### config.mk
export PLATFORM = sky130hd
export DESIGN_NAME = irq_stat_unit
export DESIGN_NICKNAME = d
export VERILOG_FILES = /design/src/rtl/irq_stat_pkg.sv /design/src/rtl/irq_evt_latch.sv /design/src/rtl/irq_mode_reg.sv /design/src/rtl/irq_mask_reg.sv /design/src/rtl/irq_stat_unit.sv
export SDC_FILE = /design/constraint.sdc
export NUM_CORES = 1
export LEC_CHECK = 0
export ABC_AREA = 1
export BUFFER_PORTS_ARGS = -buffer_cell sky130_fd_sc_hd__buf_4
export CORE_AREA = 2 2 39 41
export DETAILED_ROUTE_END_ITERATION = 10
export DIE_AREA = 0 0 41 43
export GPL_TIMING_DRIVEN = 0
export MAX_ROUTING_LAYER = met4
export PLACE_DENSITY = 0.71
export SYNTH_ARGS = -nofsm -noshare
export SYNTH_HDL_FRONTEND = slang
export SYNTH_SLANG_ARGS = --single-unit
export TNS_END_PERCENT = 100
### constraint.sdc
create_clock -name clk -period 0.9 [get_ports clk]
set_input_delay 0.18 -clock clk [delete_from_list [all_inputs] [get_ports clk]]
set_output_delay 0.18 -clock clk [all_outputs]
set_load 0.005 [all_outputs]
### src/rtl/irq_stat_pkg.sv
// Package irq_stat_pkg
// Shared constants for the interrupt status/mask unit: the channel count,
// the bus width and the bit positions software depends on.
package irq_stat_pkg;
    localparam int NCH    = 2;
    localparam int DATA_W = 8;

    // Mode byte fields (write side of the mode location)
    localparam int MODE_KEY_BIT  = 7;
    localparam int MODE_LEG_BIT  = 1;
    localparam int MODE_TEST_BIT = 0;

    // Mask location read layout
    localparam int MASK_STRAP_BIT = 4;
    localparam int MASK_C1_BM_BIT = 3;
    localparam int MASK_C1_DR_BIT = 2;

    typedef struct packed {
        logic bm;
        logic drv;
    } chan_stat_t;
endpackage

### src/rtl/irq_evt_latch.sv
// Module irq_evt_latch
// Sticky status latch for one channel: a drive bit and a bus-master bit.
// Each bit sets on its event pulse and clears on its acknowledge. Set has
// priority when both arrive in the same cycle. Assumes event and clear
// inputs are synchronous to clk.
module irq_evt_latch
    import irq_stat_pkg::*;
(
    input  logic       clk,
    input  logic       rst_n,
    input  chan_stat_t set_i,
    input  chan_stat_t clr_i,
    output chan_stat_t stat_o
);
    chan_stat_t stat_q;

    // Update each sticky bit: set wins over clear, otherwise hold.
    always_ff @(posedge clk) begin
        if (!rst_n) begin
            stat_q <= '0;
        end else begin
            stat_q.drv <= set_i.drv | (stat_q.drv & ~clr_i.drv);
            stat_q.bm  <= set_i.bm  | (stat_q.bm  & ~clr_i.bm);
        end
    end

    assign stat_o = stat_q;

    // a set event is always visible at the next edge
    p_set_wins_r7: assert property (@(posedge clk) disable iff (!rst_n)
        set_i.drv |=> stat_o.drv);
    // an acknowledged bit without a new event drops
    p_clear_r7: assert property (@(posedge clk) disable iff (!rst_n)
        (clr_i.bm && !set_i.bm) |=> !stat_o.bm);
    // with no event and no acknowledge, the bit holds
    p_hold_r7: assert property (@(posedge clk) disable iff (!rst_n)
        (!set_i.drv && !clr_i.drv) |=> $stable(stat_o.drv));
endmodule

### src/rtl/irq_mode_reg.sv
// Module irq_mode_reg
// Write-only mode byte. It accepts a write only when the key bit is 1.
// A rejected write leaves the flags alone and pulses err_o for one cycle.
// Assumes wr_i has already been qualified by the address decode.
module irq_mode_reg
    import irq_stat_pkg::*;
(
    input  logic clk,
    input  logic rst_n,
    input  logic wr_i,
    input  logic key_i,
    input  logic leg_i,
    input  logic test_i,
    output logic leg_o,
    output logic test_o,
    output logic err_o
);
    logic leg_q, test_q, err_q;

    // Load the flags on a keyed write; flag an unkeyed write.
    always_ff @(posedge clk) begin
        if (!rst_n) begin
            leg_q  <= 1'b0;
            test_q <= 1'b0;
            err_q  <= 1'b0;
        end else begin
            err_q <= wr_i & ~key_i;
            if (wr_i && key_i) begin
                leg_q  <= leg_i;
                test_q <= test_i;
            end
        end
    end

    assign leg_o  = leg_q;
    assign test_o = test_q;
    assign err_o  = err_q;

    // an unkeyed write changes neither flag
    p_reject_hold_r3: assert property (@(posedge clk) disable iff (!rst_n)
        (wr_i && !key_i) |=> ($stable(leg_o) && $stable(test_o) && err_o));
    // the error flag never lasts two cycles in a row on its own
    p_err_pulse_r3: assert property (@(posedge clk) disable iff (!rst_n)
        (err_o && !(wr_i && !key_i)) |=> !err_o);
    // a keyed write lands at the next edge
    p_keyed_load_r2: assert property (@(posedge clk) disable iff (!rst_n)
        (wr_i && key_i) |=> (leg_o == $past(leg_i) && test_o == $past(test_i)));
endmodule

### src/rtl/irq_mask_reg.sv
// Module irq_mask_reg
// Per-channel interrupt mask bits (1 = masked). Assumes wr_i has already
// been qualified by the address decode.
module irq_mask_reg
    import irq_stat_pkg::*;
(
    input  logic           clk,
    input  logic           rst_n,
    input  logic           wr_i,
    input  logic [NCH-1:0] mask_i,
    output logic [NCH-1:0] mask_o
);
    logic [NCH-1:0] mask_q;

    // Load the mask bits on a write, otherwise hold.
    always_ff @(posedge clk) begin
        if (!rst_n)
            mask_q <= '0;
        else if (wr_i)
            mask_q <= mask_i;
    end

    assign mask_o = mask_q;

    // a write loads exactly the written mask at the next edge
    p_mask_load_r6: assert property (@(posedge clk) disable iff (!rst_n)
        wr_i |=> (mask_o == $past(mask_i)));
    // without a write the mask holds
    p_mask_hold_r6: assert property (@(posedge clk) disable iff (!rst_n)
        !wr_i |=> $stable(mask_o));
endmodule

### src/rtl/irq_stat_unit.sv
// Module irq_stat_unit
// Top of the interrupt status/mask unit. It decodes the two byte locations,
// builds the read data, holds the sticky status for each channel through
// irq_evt_latch and combines the unmasked status into irq. Assumes one
// write strobe per access; reads are combinational and have no side effects.
module irq_stat_unit
    import irq_stat_pkg::*;
#(
    parameter int ADDR_W   = 4,
    parameter int MODE_OFS = 2,
    parameter int MASK_OFS = 3
) (
    input  logic              clk,
    input  logic              rst_n,
    input  logic [ADDR_W-1:0] addr,
    input  logic              wr_en,
    input  logic              rd_en,
    input  logic [DATA_W-1:0] wdata,
    output logic [DATA_W-1:0] rdata,
    input  logic [NCH-1:0]    drv_evt,
    input  logic [NCH-1:0]    bm_evt,
    input  logic [NCH-1:0]    drv_clr,
    input  logic [NCH-1:0]    bm_clr,
    input  logic              legacy_strap,
    output logic              legacy_mode,
    output logic              test_mode,
    output logic              wr_err,
    output logic              irq
);
    localparam logic [ADDR_W-1:0] MODE_A = ADDR_W'(MODE_OFS);
    localparam logic [ADDR_W-1:0] MASK_A = ADDR_W'(MASK_OFS);

    chan_stat_t     stat [NCH];
    logic [NCH-1:0] mask;
    logic [NCH-1:0] chan_req;
    logic           hit_mode, hit_mask;
    logic           unused_wbits;

    assign hit_mode     = (addr == MODE_A);
    assign hit_mask     = (addr == MASK_A);
    assign unused_wbits = ^wdata[6:2];

    // One sticky latch per channel, and that channel's request term.
    for (genvar c = 0; c < NCH; c++) begin : g_chan
        chan_stat_t set_v, clr_v;
        assign set_v.drv = drv_evt[c];
        assign set_v.bm  = bm_evt[c];
        assign clr_v.drv = drv_clr[c];
        assign clr_v.bm  = bm_clr[c];

        irq_evt_latch u_latch (
            .clk    (clk),
            .rst_n  (rst_n),
            .set_i  (set_v),
            .clr_i  (clr_v),
            .stat_o (stat[c])
        );

        assign chan_req[c] = (stat[c].drv | stat[c].bm) & ~mask[c];
    end

    irq_mode_reg u_mode (
        .clk    (clk),
        .rst_n  (rst_n),
        .wr_i   (wr_en & hit_mode),
        .key_i  (wdata[MODE_KEY_BIT]),
        .leg_i  (wdata[MODE_LEG_BIT]),
        .test_i (wdata[MODE_TEST_BIT]),
        .leg_o  (legacy_mode),
        .test_o (test_mode),
        .err_o  (wr_err)
    );

    irq_mask_reg u_mask (
        .clk    (clk),
        .rst_n  (rst_n),
        .wr_i   (wr_en & hit_mask),
        .mask_i (wdata[NCH-1:0]),
        .mask_o (mask)
    );

    // Combined interrupt request.
    assign irq = |chan_req;

    // Read data: channel-0 status at the mode location, channel-1 status,
    // the strap and the masks at the mask location, zero elsewhere.
    always_comb begin
        rdata = '0;
        if (rd_en) begin
            if (hit_mode) begin
                rdata[1] = stat[0].bm;
                rdata[0] = stat[0].drv;
            end else if (hit_mask) begin
                rdata[MASK_STRAP_BIT] = legacy_strap;
                rdata[MASK_C1_BM_BIT] = stat[1].bm;
                rdata[MASK_C1_DR_BIT] = stat[1].drv;
                rdata[NCH-1:0]        = mask;
            end
        end
    end

    // with every channel masked no request can leave the block
    p_all_masked_r8: assert property (@(posedge clk) disable iff (!rst_n)
        (&mask) |-> !irq);
    // an unmasked channel-0 drive event raises irq at the next edge
    p_unmasked_evt_r8: assert property (@(posedge clk) disable iff (!rst_n)
        (drv_evt[0] && !mask[0] && !(wr_en && hit_mask)) |=> irq);
    // unmapped or idle reads return zero
    p_unmapped_zero_r9: assert property (@(posedge clk) disable iff (!rst_n)
        (!rd_en || (!hit_mode && !hit_mask)) |-> (rdata == '0));
    // the first cycle after reset shows no request and no error
    p_reset_quiet_r1: assert property (@(posedge clk)
        !rst_n |=> (!irq && !wr_err && !legacy_mode && !test_mode));
endmodule

==> impl_metrics.toml, run 1 <==
[sta]
fmax_mhz = 888
finalClockSkew_ns = 0
setup_slack_ns = -0.227
hold_viol_final = 0
fin_crit_ns = 1.13
final_max_slew_viol_count = 0
fin_crit_sh_pct = 125
hold_ws_ns = 0.0927
setup_violations = 6
rsz0062_at_grt = "true"

[routing]
drtPass1Iterations = 4
antenna_left = 0
vias = 529
routed_wl_mm = 1.12
drtIter0Drc = 13
routedWlPerCell_um = 9.35
routed_via_density = 4.41
drc = 0

[placed_design]
finalWeightedCongestion = 0.692
pre_cts_slack_ns = -0.292
port_buffers = 28
hpwlAfterDp_um = 847
dp_cells = 114

[final_layout]
n_antenna_cell = 0
regArea_um2 = 185
instances_no_fill = 120
drive_gt1_share_pct = 45.2
synthToLayoutAreaGrowth_pct = 68.5
final_nets = 130
multiInputGateArea_um2 = 225
layout_commonest_cell = "buf_4"
fillerInstances = 137
final_cell_mix = "buf_4 (30), nor2_1 (19), nand2_1 (11)"

[yosys]
ys_types = 16
syn_avg_cell_area_um2 = 6.61
yosysSeqAreaShare_pct = 40.1
yosys_warnings = 0
netlist_instances = 68
synth-seq-cells = 9
syn_area_um2 = 449

[clock_tree]
worstSkewPairLatency_ns = 0.25
h-tree-depth = 1
clockBufferDepth = 2
cts_buffers = 3
cts.root.buffer_cell = "clkbuf_4"
path_clk_slew_ns = 0.07
cts_tree = "built"
clock_sinks = 9

[global_routing]
grt_pass1_vias = 449
antenna_found_initial = 0
grt_pass1_wl_mm = 1.62
grt-ovfl-total = 0
grt.total_usage_pct = 13.5
grt_start_max_net_pins = 6

[worst_setup_path]
cp-start-kind = "flop"
crit_type = "flop to output pin"
required_ns = 0.72
critPathCaptureType = "output pin"
cp_max_fo = 3
cp.arrival_ns = 0.95

[power]
p_sw_share_pct = 24.6
p_comb_share_pct = 19.0
intPower_w = 0.000691
ir_drop_mv = 0.824
switchingPower_w = 0.000225
pwr-share-clk_pct = 34.5
pwr-share-seq_pct = 46.5
p_leak_nw = 0.406
power_density_nw_per_um2 = 1210

[status]
status = "finished, violations left"
violations = "negative setup slack"

[die]
start_util_pct = 32.5
die-area_um2 = 1760
die_w_um = 41
std_cell_rows = 14
ioPinCount = 37
core_area_um2 = 1380
die_h_um = 43

[hold_path]
hp-class = "primary input to flop"

[job]
maxCapViolCount = 0
-- synthesized netlist by cell type, drive strengths merged --
library cell / n / area, um^2
nand4: 3 / 25.0
nor3: 1 / 5.00
conb: 1 / 3.75
buf: 3 / 22.5
inv: 11 / 41.3
dfxtp: 9 / 180
o22ai: 2 / 12.5
a21oi: 2 / 10.0
nand3: 1 / 5.00
o21ai: 2 / 10.0
nand2: 12 / 45.0
nor2: 21 / 88.8
-- state kept, by name, summed over array words and instances (netlist names) --
register	cells
u_mode.leg_o	1
u_mode.err_o	1
g_chan.u_latch.stat_o	4
u_mask.mask_o	2
u_mode.test_o	1
-- timing repair --
action	in CTS	in global routing
setup endpoints to repair	6	7
hold endpoints to repair	0	0
hold buffers	0	0
cloned	0	0
setup buffers	2	0
pin swaps	6	4
resized for setup	6	6
-- stage by stage --
step	area [um^2]	power, W	setup TNS [ns]	util, %
global route	757	0.000953	-1.36	54.7
finish	757	0.000916	-1.10	54.7
CTS	747	0.000905	-1.13	54.0
global placement	687	0.000582	-1.20	49.6
detailed placement	687	0.000585	-1.21	49.6
floorplan	457	0.000488	0	-
-- cells by family after synthesis --
family | count (synthesis) | synth area share, %
and+or+nand+nor | 38 | 37.6
buffers and inverters | 14 | 14.2
DFF | 9 | 40.1
AOI/OAI and AO/OA | 6 | 7.24
other | 1 | 0.835
-- metal layers --
metal | global-route usage [%] | vias up | wire (um) | share of wire [%]
li1 | - | 274 | - | -
met1 | 14.7 | 230 | 448 | 40
met2 | 22.2 | 23 | 565 | 50
met3 | 1.57 | 2 | 99 | 8.8
met4 | 8.00 | 0 | 8 | 0.71
met5 | - | - | 0 | 0
-- power groups by stage --
stage          clock [W]  sequential [W]  combinational, W
6_report        0.000316        0.000426          0.000174
2_1_floorplan          0        0.000428         0.0000598
5_1_grt         0.000333        0.000428          0.000192
3_3_place_gp           0        0.000430          0.000152
3_5_place_dp           0        0.000431          0.000155
4_1_cts         0.000314        0.000423          0.000168
-- layout make-up --
cell class	instances	area share, %
clock buffers	4	3.47
multi-input cells	47	29.8
inverters	11	5.45
repair buffers	30	31.2
plain buffers	3	2.98
flip-flops and latches	9	24.5
well taps	16	2.64
-- worst max-delay path, cell delays in order, from the launching register on --
cell and delay, ns:
dfxtp_2 0.36, nand2_2 0.06, o22ai_2 0.14, buf_4 0.13
-- path summary, 6_finish.rpt --
kind         cells past startpoint                                     end  slack, ns                              startpoint
max reg2reg                      3  g_chan[0].u_latch.stat_o[0]$_SDFF_PN0_       0.15  g_chan[0].u_latch.stat_o[0]$_SDFF_PN0_
min                              2                 u_mode.err_o$_SDFF_PN0_       0.09                                wdata[7]
min reg2reg                      4              u_mode.test_o$_SDFFE_PN0P_       0.51              u_mode.test_o$_SDFFE_PN0P_
max                              3                                rdata[0]      -0.23  g_chan[0].u_latch.stat_o[0]$_SDFF_PN0_
Power figures use the tool's default switching activity.
==> run 2, diff against run 1 <==
Settings changed: CORE_AREA 2 2 39 41 to unset, CORE_UTILIZATION set to 38, DIE_AREA 0 0 41 43 to unset, PLACE_DENSITY 0.71 to 0.76, SYNTH_HIERARCHICAL set to 1.
==> run 2 against run 1 <==
- the run still ends with negative setup slack left
- core utilization increased by 15 points
- design area increased by 8.1%
- count of clock-buffer cells in the layout unchanged
- critical endpoint unchanged
- largest power group unchanged
==> impl_metrics.toml, run 2 <==
[yosys]
synth_edf_count = 0
syn_avg_cell_area_um2 = 6.12
synth-seq-cells = 9
ys_top_cells_by_area = "dfxtp_1 (36%), inv_1 (15%), nand2_1 (15%)"
syn_area_um2 = 502
netlist_top_cells_count = "inv_1 (20), nand2_1 (20), nor2_1 (17)"
yosys_warnings = 6
synth_top_area_cell = "dfxtp_1"
ys_types = 13
synth_ff_type = "dfxtp_1"
yosysSeqAreaShare_pct = 35.9
yosys.area.top_type_share_pct = 35.9
netlist_instances = 82
async_flop_share_pct = 0

[final_layout]
drive_gt1_share_pct = 43.2
synthToLayoutAreaGrowth_pct = 63.1
largest_register_ff_count = 4
fillerInstances = 112
layout_commonest_cell = "buf_4"
multiInputGateArea_um2 = 254
regArea_um2 = 186
final_nets = 144
final_cell_mix = "buf_4 (30), nand2_1 (19), inv_1 (18)"
instances_no_fill = 132
n_antenna_cell = 0
postLayoutCellArea_um2 = 818

[worst_setup_path]
critPathCaptureType = "output pin"
crit_type = "flop to output pin"
crit_start = "g_chan[0].u_latch/stat_o[0]$_SDFF_PN0_"
cp_max_fo = 3
r2r_end = "u_mode/leg_o$_SDFFE_PN0P_"
worst_path_most_repeated_cell = "nand2_1"
rrSetupSlack_ns = 0.29
slowest_stage = "dfxtp_2"
cp-start-kind = "flop"
cp.arrival_ns = 0.96
crit_path_cell_trace = "nand2_1 > nand3b_1 > nand2_1 > buf_4"
slowest_delay_ns = 0.34
required_ns = 0.72
reg2regPathDepth = 4
reg2reg_from = "u_mode/leg_o$_SDFFE_PN0P_"

[global_routing]
grt_pass1_wl_mm = 1.68
grt_pass1_vias = 487
antenna_found_initial = 0
grt-ovfl-total = 0
grt.total_usage_pct = 16.7
grt_start_max_net_pins = 8

[die]
core_area_um2 = 1170
start_util_pct = 42.8
ioPinCount = 37
std_cell_rows = 12
die-area_um2 = 1470
die_h_um = 38.3
die_w_um = 38.3

[clock_tree]
cts_buffers = 3
cts.root.buffer_cell = "clkbuf_4"
cts_tree = "built"
worstSkewPairLatency_ns = 0.25
path_clk_slew_ns = 0.06
clockBufferDepth = 2
clock_sinks = 9
h-tree-depth = 1

[sta]
fin_crit_ns = 1.14
fmax_mhz = 877
fin_crit_sh_pct = 127
hold_viol_final = 0
hold_ws_ns = 0.0955
finalClockSkew_ns = 0
setup_tns_ns = -0.883
setup_violations = 6
setup_slack_ns = -0.240
rsz0062_at_grt = "true"
final_max_slew_viol_count = 0

[placed_design]
finalWeightedCongestion = 0.621
pre_cts_slack_ns = -0.195
port_buffers = 28
dp_cells = 126
post_dp_cell_area_um2 = 737
hpwlAfterDp_um = 860

[routing]
drc = 0
routed_wl_mm = 1.10
drtIter0Drc = 4
antenna_left = 0
drtPass1Iterations = 4
vias = 574
routedWlPerCell_um = 8.36
routed_via_density = 4.35

[power]
p_leak_nw = 0.470
ir_drop_mv = 0.894
power_density_nw_per_um2 = 1100

[status]
violations = "negative setup slack"
status = "finished, violations left"

[hold_path]
hold_depth = 2
min-delay-start = "wdata[7]"
worst_hold_path.endpoint = "u_mode/err_o$_SDFF_PN0_"
hp-class = "primary input to flop"

[job]
maxCapViolCount = 0
## run 2: changes by cell type after synthesis
cell and delta:
a21oi_1 +2, inv_1 +10, nand4_2 -1, nor2_1 -2, nand2_1 +8, nand3_2 +1
nand3_1 -1, o22ai_1 -1, nand3b_1 +2, nor3_1 -1, inv_2 -1, o21ai_0 -2
nand2_2 +1, nor2_2 -1
## run 2: worst max-delay path by stage
stage / endpoint / cells after the start
after floorplan: u_mode/leg_o$_SDFFE_PN0P_ / 6
after global placement: u_mode/test_o$_SDFFE_PN0P_ / 7
after detailed placement: u_mode/leg_o$_SDFFE_PN0P_ / 8
after CTS: rdata[0] / 4
after global routing: rdata[0] / 4
final: rdata[0] / 4
## run 2: metal layers
layer | track usage (%) | up-vias | part of all wire (%)
met5 | - | - | 0
met4 | 7.76 | 0 | 0
met3 | 2.33 | 0 | 7.7
met2 | 31.8 | 22 | 52
met1 | 16.6 | 244 | 40
li1 | - | 308 | -
## run 2: repair_timing
item / 4_1_cts / 5_1_grt
pin swaps: 7 / 4
buffers inserted: 1 / 1
endpoints found under the setup margin: 6 / 11
resized for setup: 7 / 10
hold buffers: 0 / 0
## run 2: cell families after synthesis
family,share of synthesized area [%]
simple gates,38.7
buf+inv,19.5
flops,35.9
compound gates,5.24
other cells,0.747
## run 2: layout make-up
cell class              instances  share of cell area, %
flip-flops and latches          9                   22.8
multi-input cells              52                   31.0
repair buffers                 30                   28.9
well taps                      14                   2.14
inverters                      20                   9.17
clock buffers                   4                   3.21
plain buffers                   3                   2.75
## run 2: critical path: cells and delay by family, from the launching register on
| family | cells | cell delay, ns |
|---|---|---|
| flip-flops | 1 | 0.34 |
| AND/OR/NAND/NOR | 3 | 0.26 |
| buffers and inverters | 1 | 0.10 |
## run 2: per-stage QoR
step | utilization, % | total power, W
finish | 69.9 | 0.000901
global route | 69.9 | 0.000953
CTS | 66.8 | 0.000900
detailed placement | 62.9 | 0.000594
global placement | 62.9 | 0.000590
floorplan | - | 0.000499
## run 2: report_power, final
group          leakage, nW  switching, W  total (W)  internal, W
Combinational        0.380     0.0000751   0.000180     0.000105
Clock               0.0150      0.000123   0.000292     0.000170
Sequential          0.0752     0.0000124   0.000429     0.000416
Total                0.470      0.000210   0.000901     0.000691
